### src/rtl/vram_pkg.sv
package vram_pkg;
  typedef enum logic [2:0] {
    V_IDLE,
    V_ROW,
    V_MUX,
    V_COL,
    V_PAGE,
    V_REL
  } vst_e;
endpackage

### src/rtl/vram_seq.sv
module vram_seq
  import vram_pkg::*;
#(
  parameter int AW        = 7,
  parameter int DW        = 8,
  parameter int ROW_TICKS = 1,
  parameter int CAS_TICKS = 2
) (
  input  logic            clk,
  input  logic            rst_n,
  input  logic            start_disp,
  input  logic            start_cpu,
  input  logic [AW-1:0]   d_row,
  input  logic [AW-1:0]   d_col0,
  input  logic [AW-1:0]   d_col1,
  input  logic [2*AW-1:0] c_addr,
  input  logic            c_we,
  input  logic [DW-1:0]   c_wdata,
  input  logic [DW-1:0]   ram_din,
  output logic [AW-1:0]   ram_a,
  output logic            ram_ras_n,
  output logic            ram_cas_n,
  output logic            mux_sel,
  output logic            ram_we_n,
  output logic [DW-1:0]   ram_dout,
  output logic            busy,
  output logic            disp_active,
  output logic            fin_disp,
  output logic            fin_cpu,
  output logic [DW-1:0]   byte0,
  output logic [DW-1:0]   byte1
);
  localparam int TMAX = (ROW_TICKS > CAS_TICKS) ? ROW_TICKS : CAS_TICKS;
  localparam int CW   = $clog2(TMAX + 1);

  vst_e          st;
  logic [CW-1:0] cnt;
  logic          second, is_disp, wr;
  logic [AW-1:0] row_q, c0_q, c1_q;
  logic [DW-1:0] wd_q;

  always_ff @(posedge clk) begin
    if (!rst_n) begin
      st      <= V_IDLE;
      cnt     <= '0;
      second  <= 1'b0;
      is_disp <= 1'b0;
      wr      <= 1'b0;
      row_q   <= '0;
      c0_q    <= '0;
      c1_q    <= '0;
      wd_q    <= '0;
      byte0   <= '0;
      byte1   <= '0;
    end else begin
      case (st)
        V_IDLE: begin
          cnt    <= '0;
          second <= 1'b0;
          if (start_disp) begin
            row_q   <= d_row;
            c0_q    <= d_col0;
            c1_q    <= d_col1;
            is_disp <= 1'b1;
            wr      <= 1'b0;
            st      <= V_ROW;
          end else if (start_cpu) begin
            row_q   <= c_addr[2*AW-1:AW];
            c0_q    <= c_addr[AW-1:0];
            c1_q    <= c_addr[AW-1:0];
            is_disp <= 1'b0;
            wr      <= c_we;
            wd_q    <= c_wdata;
            st      <= V_ROW;
          end
        end
        V_ROW: begin
          if (cnt == CW'(ROW_TICKS - 1)) begin
            cnt <= '0;
            st  <= V_MUX;
          end else begin
            cnt <= cnt + 1'b1;
          end
        end
        V_MUX: begin
          cnt <= '0;
          st  <= V_COL;
        end
        V_COL: begin
          if (cnt == CW'(CAS_TICKS - 1)) begin
            cnt <= '0;
            if (second) byte1 <= ram_din;
            else        byte0 <= ram_din;
            if (is_disp && !second) begin
              second <= 1'b1;
              st     <= V_PAGE;
            end else begin
              st <= V_REL;
            end
          end else begin
            cnt <= cnt + 1'b1;
          end
        end
        V_PAGE: st <= V_COL;
        V_REL: begin
          second <= 1'b0;
          st     <= V_IDLE;
        end
        default: st <= V_IDLE;
      endcase
    end
  end

  always_comb begin
    ram_ras_n   = (st == V_IDLE) || (st == V_REL);
    ram_cas_n   = (st != V_COL);
    mux_sel     = (st == V_MUX) || (st == V_COL) || (st == V_PAGE);
    ram_a       = mux_sel ? (second ? c1_q : c0_q) : row_q;
    ram_we_n    = !(wr && !is_disp && ((st == V_MUX) || (st == V_COL)));
    ram_dout    = wd_q;
    busy        = (st != V_IDLE);
    disp_active = is_disp && busy;
    fin_disp    = (st == V_REL) && is_disp;
    fin_cpu     = (st == V_REL) && !is_disp;
  end


  ras_row_chk: assert property (@(posedge clk) disable iff (!rst_n)
    $fell(ram_ras_n) |-> !mux_sel);

  cas_under_ras_chk: assert property (@(posedge clk) disable iff (!rst_n)
    !ram_cas_n |-> !ram_ras_n);

  col_settle_chk: assert property (@(posedge clk) disable iff (!rst_n)
    $fell(ram_cas_n) |-> ($past(mux_sel) && mux_sel));

  disp_nowrite_chk: assert property (@(posedge clk) disable iff (!rst_n)
    disp_active |-> ram_we_n);

  page_ras_hold_chk: assert property (@(posedge clk) disable iff (!rst_n)
    (st == V_PAGE) |-> (!ram_ras_n && $stable(ram_ras_n)));
endmodule

### src/rtl/vram_shift.sv
module vram_shift #(
  parameter int DW = 8
) (
  input  logic          clk,
  input  logic          rst_n,
  input  logic          load,
  input  logic [DW-1:0] din,
  input  logic          step,
  output logic          pix
);
  logic [DW-1:0] q;

  always_ff @(posedge clk) begin
    if (!rst_n)    q <= '0;
    else if (load) q <= din;
    else if (step) q <= {q[DW-2:0], 1'b0};
  end

  assign pix = q[DW-1];


  shift_step_chk: assert property (@(posedge clk) disable iff (!rst_n)
    (!load && step) |=> (pix == $past(q[DW-2])));
endmodule

### src/rtl/vram_ctrl.sv
module vram_ctrl #(
  parameter int AW        = 7,
  parameter int DW        = 8,
  parameter int ROW_TICKS = 1,
  parameter int CAS_TICKS = 2
) (
  input  logic            clk,
  input  logic            rst_n,
  input  logic            disp_win,
  input  logic            fch_valid,
  output logic            fch_ready,
  input  logic [AW-1:0]   fch_row,
  input  logic [AW-1:0]   fch_col0,
  input  logic [AW-1:0]   fch_col1,
  input  logic            pix_en,
  output logic            pix_out,
  output logic [DW-1:0]   fch_aux,
  input  logic            cpu_req,
  input  logic            cpu_io,
  input  logic            cpu_we,
  input  logic [2*AW-1:0] cpu_addr,
  input  logic [DW-1:0]   cpu_wdata,
  output logic [DW-1:0]   cpu_rdata,
  output logic            cpu_ack,
  output logic            cpu_clk_en,
  output logic [AW-1:0]   ram_a,
  output logic            ram_ras_n,
  output logic            ram_cas_n,
  output logic            mux_sel,
  output logic            ram_we_n,
  output logic [DW-1:0]   ram_dout,
  input  logic [DW-1:0]   ram_din
);
  logic          busy, disp_active, fin_disp, fin_cpu;
  logic          start_disp, start_cpu;
  logic [DW-1:0] byte0, byte1;

  assign fch_ready  = !busy && disp_win;
  assign start_disp = fch_valid && fch_ready;
  assign start_cpu  = !busy && cpu_req && !disp_win;
  assign cpu_clk_en = !(disp_active || ((cpu_req || cpu_io) && disp_win));
  assign cpu_ack    = fin_cpu;
  assign cpu_rdata  = byte0;
  assign fch_aux    = byte1;

  vram_seq #(
    .AW(AW), .DW(DW), .ROW_TICKS(ROW_TICKS), .CAS_TICKS(CAS_TICKS)
  ) u_seq (
    .clk(clk), .rst_n(rst_n),
    .start_disp(start_disp), .start_cpu(start_cpu),
    .d_row(fch_row), .d_col0(fch_col0), .d_col1(fch_col1),
    .c_addr(cpu_addr), .c_we(cpu_we), .c_wdata(cpu_wdata),
    .ram_din(ram_din), .ram_a(ram_a), .ram_ras_n(ram_ras_n),
    .ram_cas_n(ram_cas_n), .mux_sel(mux_sel), .ram_we_n(ram_we_n),
    .ram_dout(ram_dout), .busy(busy), .disp_active(disp_active),
    .fin_disp(fin_disp), .fin_cpu(fin_cpu), .byte0(byte0), .byte1(byte1)
  );

  vram_shift #(.DW(DW)) u_shift (
    .clk(clk), .rst_n(rst_n), .load(fin_disp), .din(byte0),
    .step(pix_en), .pix(pix_out)
  );


  burst_stall_chk: assert property (@(posedge clk) disable iff (!rst_n)
    disp_active |-> !cpu_clk_en);

  border_nofetch_chk: assert property (@(posedge clk) disable iff (!rst_n)
    (!busy && !disp_win) |=> !disp_active);

  win_nocpu_chk: assert property (@(posedge clk) disable iff (!rst_n)
    (!busy && disp_win) |=> (!busy || disp_active));
endmodule

### config.mk
export PLATFORM = sky130hd
export DESIGN_NAME = vram_ctrl
export DESIGN_NICKNAME = d
export VERILOG_FILES = /design/src/rtl/vram_pkg.sv /design/src/rtl/vram_seq.sv /design/src/rtl/vram_shift.sv /design/src/rtl/vram_ctrl.sv
export SDC_FILE = /design/constraint.sdc
export NUM_CORES = 1
export LEC_CHECK = 0
export BUFFER_PORTS_ARGS = -buffer_cell sky130_fd_sc_hd__buf_2
export CORE_ASPECT_RATIO = 1.4
export CORE_UTILIZATION = 55
export DETAILED_ROUTE_END_ITERATION = 8
export GPL_ROUTABILITY_DRIVEN = 0
export GPL_TIMING_DRIVEN = 1
export PLACE_DENSITY = 0.85
export SYNTH_ARGS = -nofsm -noshare
export SYNTH_HDL_FRONTEND = slang
export SYNTH_HIERARCHICAL = 1
export SYNTH_SLANG_ARGS = --single-unit
### constraint.sdc
create_clock -name clk -period 5.3 [get_ports clk]
set_clock_uncertainty 0.2 [all_clocks]
set_input_delay 0.795 -clock clk [delete_from_list [all_inputs] [get_ports clk]]
set_output_delay 0.795 -clock clk [all_outputs]
set_load 0.03 [all_outputs]
==> results of run 1 <==
-- through the flow --
stage                     hold WS, ns  util, %  instances  area, um2
after detailed placement        0.248     64.2        450       3550
after floorplan                 0.266        -        311       3140
after global placement          0.240     64.2        450       3550
after CTS                       0.260     67.2        466       3710
final                           0.258     67.2        466       3710
after global routing            0.278     67.2        466       3710
-- area by class of cell --
type	instances	share of cell area, %
repair buffers	99	13.5
well taps	68	2.29
inverters	4	0.472
clock buffers	10	3.44
flip-flops and latches	61	32.9
multi-input cells	218	46.4
clock inverters	6	1.08
-- metal layers --
layer,vias to the layer above,wire (um)
li1,1260,-
met1,1175,2510
met3,7,325
met2,83,3420
met5,-,0
met4,0,90
-- cells in the mapped netlist (2+ instances only) --
| cell type | n |
|---|---|
| sky130_fd_sc_hd__dlymetal6s2s_1 | 2 |
| sky130_fd_sc_hd__nand2b_1 | 10 |
| sky130_fd_sc_hd__buf_2 | 6 |
| sky130_fd_sc_hd__o2bb2ai_1 | 2 |
| sky130_fd_sc_hd__nor3b_1 | 3 |
| sky130_fd_sc_hd__nor2_1 | 2 |
| sky130_fd_sc_hd__nand2_1 | 46 |
| sky130_fd_sc_hd__o211a_1 | 28 |
| sky130_fd_sc_hd__mux2_2 | 7 |
| sky130_fd_sc_hd__o21a_1 | 3 |
| sky130_fd_sc_hd__and2_1 | 3 |
| sky130_fd_sc_hd__inv_1 | 2 |
| sky130_fd_sc_hd__or3b_1 | 2 |
| sky130_fd_sc_hd__mux2_4 | 7 |
| sky130_fd_sc_hd__ha_1 | 4 |
| sky130_fd_sc_hd__buf_4 | 4 |
| sky130_fd_sc_hd__nor2b_1 | 3 |
| sky130_fd_sc_hd__mux2_1 | 8 |
| sky130_fd_sc_hd__nor2b_4 | 2 |
| sky130_fd_sc_hd__dfxtp_1 | 61 |
| sky130_fd_sc_hd__clkbuf_1 | 10 |
| sky130_fd_sc_hd__buf_6 | 5 |
| sky130_fd_sc_hd__nand3_1 | 21 |
| sky130_fd_sc_hd__mux2i_1 | 45 |
| sky130_fd_sc_hd__a21oi_1 | 5 |
-- tightest hold or removal path: stages, from the launching register on --
cell and delay [ns]:
sky130_fd_sc_hd__dfxtp_1 0.31, sky130_fd_sc_hd__nand2_1 0.05, sky130_fd_sc_hd__mux2i_1 0.05
-- final timing paths --
check	from	end	slack (ns)
setup / recovery	u_seq/st[2]	u_seq/c0_q[6]	1.81
hold / removal	u_seq/ram_dout[0]	u_seq/ram_dout[0]	0.26
setup reg to reg	u_seq/st[2]	u_seq/c0_q[6]	1.81
hold reg to reg	u_seq/ram_dout[0]	u_seq/ram_dout[0]	0.26
-- kinds of logic after synthesis --
group,share of synthesized area (%)
AO/OA/AOI/OAI,12.9
adder cells (fa/ha/maj),1.59
buffers and inverters,6.37
flip-flops,38.9
multiplexers,23.0
AND/OR/NAND/NOR,17.3
-- sequential cells by signal, summed over array words and instances (netlist names) --
register        flops
u_seq/is_disp       1
u_seq/st            3
u_seq/c0_q          7
u_seq/row_q         7
u_seq/wr            1
u_shift/q           8
u_seq/c1_q          7
u_seq/second        1
u_seq/cnt           2
u_seq/ram_dout      8
u_seq/byte0         8
u_seq/byte1         8
-- power groups by stage --
stage | Combinational [uW] | Sequential [uW] | Clock (uW)
after floorplan | 507 | 599 | 0
after global placement | 588 | 602 | 0
after detailed placement | 599 | 608 | 0
after CTS | 601 | 598 | 356
after global routing | 652 | 608 | 375
final | 597 | 598 | 346
==> impl_results.rst, run 1 <==
.. list-table::
   :header-rows: 1

   * - Metric
     - Value
   * - Fraction of power consumed by combinational cells
     - 38.7%
   * - H-tree level count
     - 3
   * - Global route overflow
     - 0
   * - Flops & latches, synth
     - 61
   * - Switching power as a share of total power
     - 38.9%
   * - Global-route wire length before repair
     - about 10000 um
   * - Hold Crit Class
     - register to register
   * - Synthesis warning total
     - 6
   * - DRC violation total after the first TritonRoute iteration
     - 114
   * - Layout area overhead
     - 18.2%
   * - Rows
     - 32
   * - Worst voltage drop across the vdd grid
     - between 0.3 and 0.4 mV
   * - Chip Width
     - 65.9 um
   * - Number of flops mapped to enable cells by yosys
     - 0
   * - TritonCTS clock tree
     - yes
   * - Crit start category
     - register
   * - Leading cell type in the layout, fill and taps excluded
     - sky130_fd_sc_hd__buf_2
   * - Buffering stage count on the worst path with inverters included
     - 2
   * - Post-cts resize count
     - 0
   * - Global-route met2 utilization
     - 41.8%
   * - PortBufs
     - 97
   * - Arr. time, crit path
     - 3.56 ns
   * - Leakage
     - 0.00190 uW
   * - Sequential fraction of the synthesis area
     - 38.9%
   * - Floorplan die height
     - 91.4 um
   * - Smallest setup slack after layout
     - 1.81 ns
   * - Number of instances in the synthesized netlist
     - 311
   * - Cell family with most CP delay
     - simple AND/OR/NAND/NOR gates
   * - Hold depth
     - 2
   * - Depth of the worst register-to-register path
     - 8
   * - Worst path required time
     - 5.37 ns
   * - Fmax
     - 0.287 GHz
   * - Main synth FF type
     - sky130_fd_sc_hd__dfxtp_1
   * - Proportion of synthesized flip-flops having asynchronous set or reset
     - 0%
   * - Met3 Use GR
     - 6.66%
   * - Cell Int Power
     - ~940 uW
   * - Period Utilization, post-route
     - 65.8%
   * - Top-Level Pins
     - just under 100
   * - Layer with the highest usage after global routing
     - met2
   * - Worst slew margin relative to its limit
     - between 30% and 40%
   * - Number of different library cells in the post-synthesis netlist
     - 45
   * - Nets in the synthesized netlist
     - 374
   * - Clock slew at the register clock pins of the worst setup and hold paths
     - 0.07 ns
   * - Stages on worst setup path
     - 8
   * - Largest area contributor in the synthesized netlist
     - sky130_fd_sc_hd__dfxtp_1
   * - Routed Antenna Nets
     - 0
   * - Clock network fraction of design power
     - 22.4%
   * - Final number of setup-violating endpoints
     - 0
   * - Placement Setup Slack
     - 1.87 ns
   * - Worst Max-Slew Pin Slew
     - approximately 0.92 ns
   * - Slowest stage cell on the critical path
     - sky130_fd_sc_hd__nor3_4
   * - Time the worst path needs with I/O delays and setup
     - 3.49 ns
   * - Syn Std Cell Area
     - 3140 um2
   * - Number of antenna violations at the first check in global routing
     - 0
   * - Critical Path Max Stage Delay
     - 0.82 ns
   * - Number of design rule violations left after detail routing
     - 0
   * - CTS max path bufs
     - 2
   * - Portion of synthesized cell area occupied by the leading cell type
     - 38.9%
   * - Cells along the critical path
     - nor3_4, inv_4, nor2b_4, and2_1, buf_4, or2_1, and2_4, o211a_1
   * - Area occupied by registers
     - between 1000 and 1500 um2
   * - Overall fraction of global-route tracks in use
     - 22.6%
   * - Overall power
     - 1540 uW
   * - Initial core utilization
     - 56.9%
   * - Switching pwr
     - ~600 uW
   * - Per-cell routed wire length
     - 13.6 um
   * - Worst setup path category
     - register to register
   * - Met1 Usage GRT
     - 22.9%
   * - Synth area leaders
     - sky130_fd_sc_hd__dfxtp_1 (39%), sky130_fd_sc_hd__mux2i_1 (14%), sky130_fd_sc_hd__o211a_1 (8.9%), sky130_fd_sc_hd__nand2_1 (5.5%), sky130_fd_sc_hd__mux2_4 (3.3%)
   * - Final-report hold violation count
     - 0
   * - Number of buffers inserted for hold repair after clock tree synthesis
     - 0
   * - Max-slew violation total from the final report
     - 0
   * - Unrepaired setup endpoints after global routing
     - false
   * - Clock sink count
     - 61
   * - Via total after detailed routing
     - approximately 2500
   * - Sum of negative setup slack
     - 0 ns
   * - Number of buffers inserted during clock tree synthesis
     - 9
   * - Top fanout value on the critical path
     - 26
   * - Status
     - complete, no violations
   * - Detail Placement HPWL
     - between 4000 and 5000 um
   * - Fraction of final layout cells sized beyond drive strength 1
     - 34.7%
   * - Root buffer cell
     - sky130_fd_sc_hd__clkbuf_8
   * - Number of diodes added for antenna fixing
     - 0
   * - Clock network latency to the later pin of the worst-skew pair
     - 0.33 ns
   * - Placeable core region
     - 5530 um2
   * - Post-CTS repair timing setup buffer count
     - 0
   * - Worst Setup End Kind
     - register
   * - Max Cap Viol
     - 0
   * - Number of global-route vias before repair
     - roughly 2400
   * - Vias per std cell
     - 5.42
   * - Per-instance average area after synthesis
     - 10.1 um2
   * - Cell area power density
     - 415 nW/um2
   * - Highest-count cells in the layout ignoring fill and taps
     - sky130_fd_sc_hd__buf_2 (97), sky130_fd_sc_hd__dfxtp_1 (61), sky130_fd_sc_hd__nand2_1 (46)
   * - DRT Pass-1 Iters
     - 4
   * - Fillers
     - 448
   * - Total Wirelength
     - between 6000 and 7000 um
   * - Multi-input combinational cell area
     - between 1500 and 2000 um2
   * - Total Nets Final
     - 456
   * - Maximum number of pins on one net before global-route repair
     - 80
   * - Area enclosed by the die boundary
     - 6030 um2
   * - Share of total power in sequential cells
     - 38.8%
Note: power is estimated with default switching activity, not from simulation.
==> run 2: changes to the inputs <==
CORE_UTILIZATION = 46   (was 55)
PLACE_DENSITY = 0.76   (was 0.85)
clock period = 2.9 ns   (was 5.3 ns; I/O delays follow)
==> run 2 against run 1 <==
Sequential power grew 84%. First-iteration DRC count shrank 36%. Core utilization shrank 9.4 points. Sequential share of layout area shrank 0.94 points. Via count grew 2.0%. Design area grew 2.9%. Largest cell class unchanged. Largest power group is now combinational cells.
==> impl_results.rst, run 2 (same netlist as run 1, synthesis figures left out) <==
.. list-table::
   :header-rows: 1

   * - Metric
     - Value
   * - Status
     - complete, no violations
   * - Highest-count cells in the layout ignoring fill and taps
     - sky130_fd_sc_hd__buf_2 (97), sky130_fd_sc_hd__dfxtp_1 (61), sky130_fd_sc_hd__nand2_1 (46)
   * - Slowest stage cell on the critical path
     - sky130_fd_sc_hd__dfxtp_1
   * - Critical Path Max Stage Delay
     - 0.61 ns (-0.21 ns)
   * - Depth of the worst register-to-register path
     - 8 (unchanged)
   * - Top fanout value on the critical path
     - 15 (-42%)
   * - DRC violation total after the first TritonRoute iteration
     - 73 (-36%)
   * - Number of buffers inserted during clock tree synthesis
     - 9 (unchanged)
   * - Final number of setup-violating endpoints
     - 0 (unchanged)
   * - Clock network latency to the later pin of the worst-skew pair
     - 0.34 ns (about the same)
   * - Number of buffers inserted for hold repair after clock tree synthesis
     - 0 (unchanged)
   * - Cell area power density
     - 790 nW/um2 (+90%)
   * - Overall fraction of global-route tracks in use
     - 19.5% (-3.1 points)
   * - Time the worst path needs with I/O delays and setup
     - 2.71 ns
   * - Overall power
     - 3020 uW (+96%)
   * - Cells along the critical path
     - nand2b_1, o21a_1, mux2_1, buf_2
   * - Number of diodes added for antenna fixing
     - 0 (unchanged)
   * - Worst Setup End Kind
     - output port
   * - Worst R2R End
     - u_seq/c0_q[5]
   * - Smallest setup slack after layout
     - 0.187 ns (-1.63 ns)
   * - Post-CTS repair timing setup buffer count
     - 0 (unchanged)
   * - Fillers
     - 604 (+35%)
   * - Buffering stage count on the worst path with inverters included
     - 1 (-1)
   * - Leakage
     - 0.00194 uW (+2.1%)
   * - Per-cell routed wire length
     - 13.5 um (-0.48%)
   * - HP Start
     - cpu_we
   * - DRT Pass-1 Iters
     - 4 (unchanged)
   * - Post-cts resize count
     - 0 (unchanged)
   * - Maximum number of pins on one net before global-route repair
     - 48 (-40%)
   * - Top-Level Pins
     - 98 (unchanged)
   * - R2r setup slk
     - 0.60 ns (-1.21 ns)
   * - Worst path required time
     - 2.27 ns (-3.10 ns)
   * - Unrepaired setup endpoints after global routing
     - false
   * - Period Utilization, post-route
     - 93.6%
   * - Total Wirelength
     - 6680 um (+5.3%)
   * - Chip Width
     - 71.9 um (+9.1%)
   * - Layout area overhead
     - 21.6%
   * - Placeable core region
     - 6610 um2 (+20%)
   * - Area occupied by registers
     - 1220 um2 (unchanged)
   * - Leading cell type in the layout, fill and taps excluded
     - sky130_fd_sc_hd__buf_2
   * - PortBufs
     - 97 (unchanged)
   * - Rows
     - 35 (+9.4%)
   * - Number of design rule violations left after detail routing
     - 0 (unchanged)
   * - Worst min-delay path endpoint
     - u_seq/wr
   * - Routed Antenna Nets
     - 0 (unchanged)
   * - Max-slew violation total from the final report
     - 0 (unchanged)
   * - Hold Crit Class
     - primary input to register
   * - TritonCTS clock tree
     - yes
   * - Smallest hold slack
     - 0.125 ns (-0.134 ns)
   * - Reg2Reg Launch Point
     - u_seq/st[2]
   * - Share of total power in sequential cells
     - 36.3% (-2.5 points)
   * - Fmax
     - 0.369 GHz
   * - Fraction of final layout cells sized beyond drive strength 1
     - 35.2% (+0.49 points)
   * - Sum of negative setup slack
     - 0 ns (unchanged)
   * - H-tree level count
     - 3 (unchanged)
   * - Initial core utilization
     - 47.5% (-9.4 points)
   * - Switching power as a share of total power
     - 37.1% (-1.9 points)
   * - Number of global-route vias before repair
     - 2435 (+1.7%)
   * - Post-route insts no fill
     - 493 (+5.8%)
   * - Placement Setup Slack
     - 0.548 ns (-1.32 ns)
   * - Floorplan die height
     - 99.8 um (+9.1%)
   * - Root buffer cell
     - sky130_fd_sc_hd__clkbuf_8
   * - Total Nets Final
     - 459 (+0.66%)
   * - Area enclosed by the die boundary
     - 7170 um2 (+19%)
   * - Critical path origin
     - u_seq/st[1]
   * - Fraction of power consumed by combinational cells
     - 37.4% (-1.3 points)
   * - Multi-input combinational cell area
     - 1720 um2 (unchanged)
   * - Arr. time, crit path
     - 2.08 ns (-1.48 ns)
   * - Switching pwr
     - 1120 uW (+87%)
   * - Worst setup path category
     - register to output port
   * - Clock network fraction of design power
     - 26.3% (+3.9 points)
   * - Global route overflow
     - 0 (unchanged)
   * - Detail Placement HPWL
     - 4780 um (+1.8%)
   * - Worst Max-Slew Pin Slew
     - 0.584 ns (-0.331 ns)
   * - Cell Int Power
     - 1900 uW (+100%)
   * - Clock sink count
     - 61 (unchanged)
   * - Global-route wire length before repair
     - 10800 um (+4.7%)
   * - Max Cap Viol
     - 0 (unchanged)
   * - Cell family with most CP delay
     - flip-flops
   * - Worst voltage drop across the vdd grid
     - 0.513 mV (+68%)
   * - Final-report hold violation count
     - 0 (unchanged)
   * - Vias per std cell
     - 5.22 (-3.6%)
   * - Worst slew margin relative to its limit
     - 61.0% (+22 points)
   * - Cell count after placement
     - 477 (+6.0%)
   * - Clock slew at the register clock pins of the worst setup and hold paths
     - 0.07 ns (about the same)
   * - Hold depth
     - 2 (unchanged)
   * - Via total after detailed routing
     - 2575 (+2.0%)
   * - Number of antenna violations at the first check in global routing
     - 0 (unchanged)
   * - Crit start category
     - register
   * - CTS max path bufs
     - 2 (unchanged)
## run 2: changes by cell type in the layout (fill, tap and decap cells not counted), sizes merged
cell    delta
clkinv     -4
buf        +3
clkbuf     +3
bufinv     +1
## run 2: worst max-delay path by stage
stage | to | slack [ns] | cells after the start
5_1_grt | ram_a[6] | 0.08 | 4
4_1_cts | ram_a[3] | 0.17 | 4
2_1_floorplan | u_seq/c0_q[0] | 0.55 | 10
3_3_place_gp | ram_a[2] | 0.58 | 4
6_report | ram_a[1] | 0.19 | 4
3_5_place_dp | ram_a[3] | 0.55 | 4
## run 2: area by class of cell
type	count	area share, %
repair buffers	102	14.0
flip-flops and latches	61	31.9
multi-input cells	218	45.0
inverters	4	0.458
well taps	92	3.01
clock buffers	13	4.42
clock inverters	3	1.11
## run 2: per-stage QoR
| stage | cell area [um2] | utilization (%) |
|---|---|---|
| after floorplan | 3140 | - |
| after global placement | 3610 | 54.6 |
| after detailed placement | 3610 | 54.6 |
| after CTS | 3820 | 57.8 |
| after global routing | 3820 | 57.8 |
| final | 3820 | 57.8 |
## run 2: metal layers
layer | routed length, um | GRT usage, % | vias to the layer above
met5 | 0 | 0 | -
met4 | 121 | 9.50 | 0
met3 | 290 | 4.32 | 11
met2 | 3380 | 35.1 | 77
met1 | 2880 | 21.3 | 1211
li1 | - | - | 1276
## run 2: power groups by stage
stage          clock network [uW]  registers [uW]  logic (uW)
2_1_floorplan                   0            1100         926
3_3_place_gp                    0            1110        1110
3_5_place_dp                    0            1110        1140
4_1_cts                       814            1100        1140
5_1_grt                       850            1120        1220
6_report                      794            1100        1130
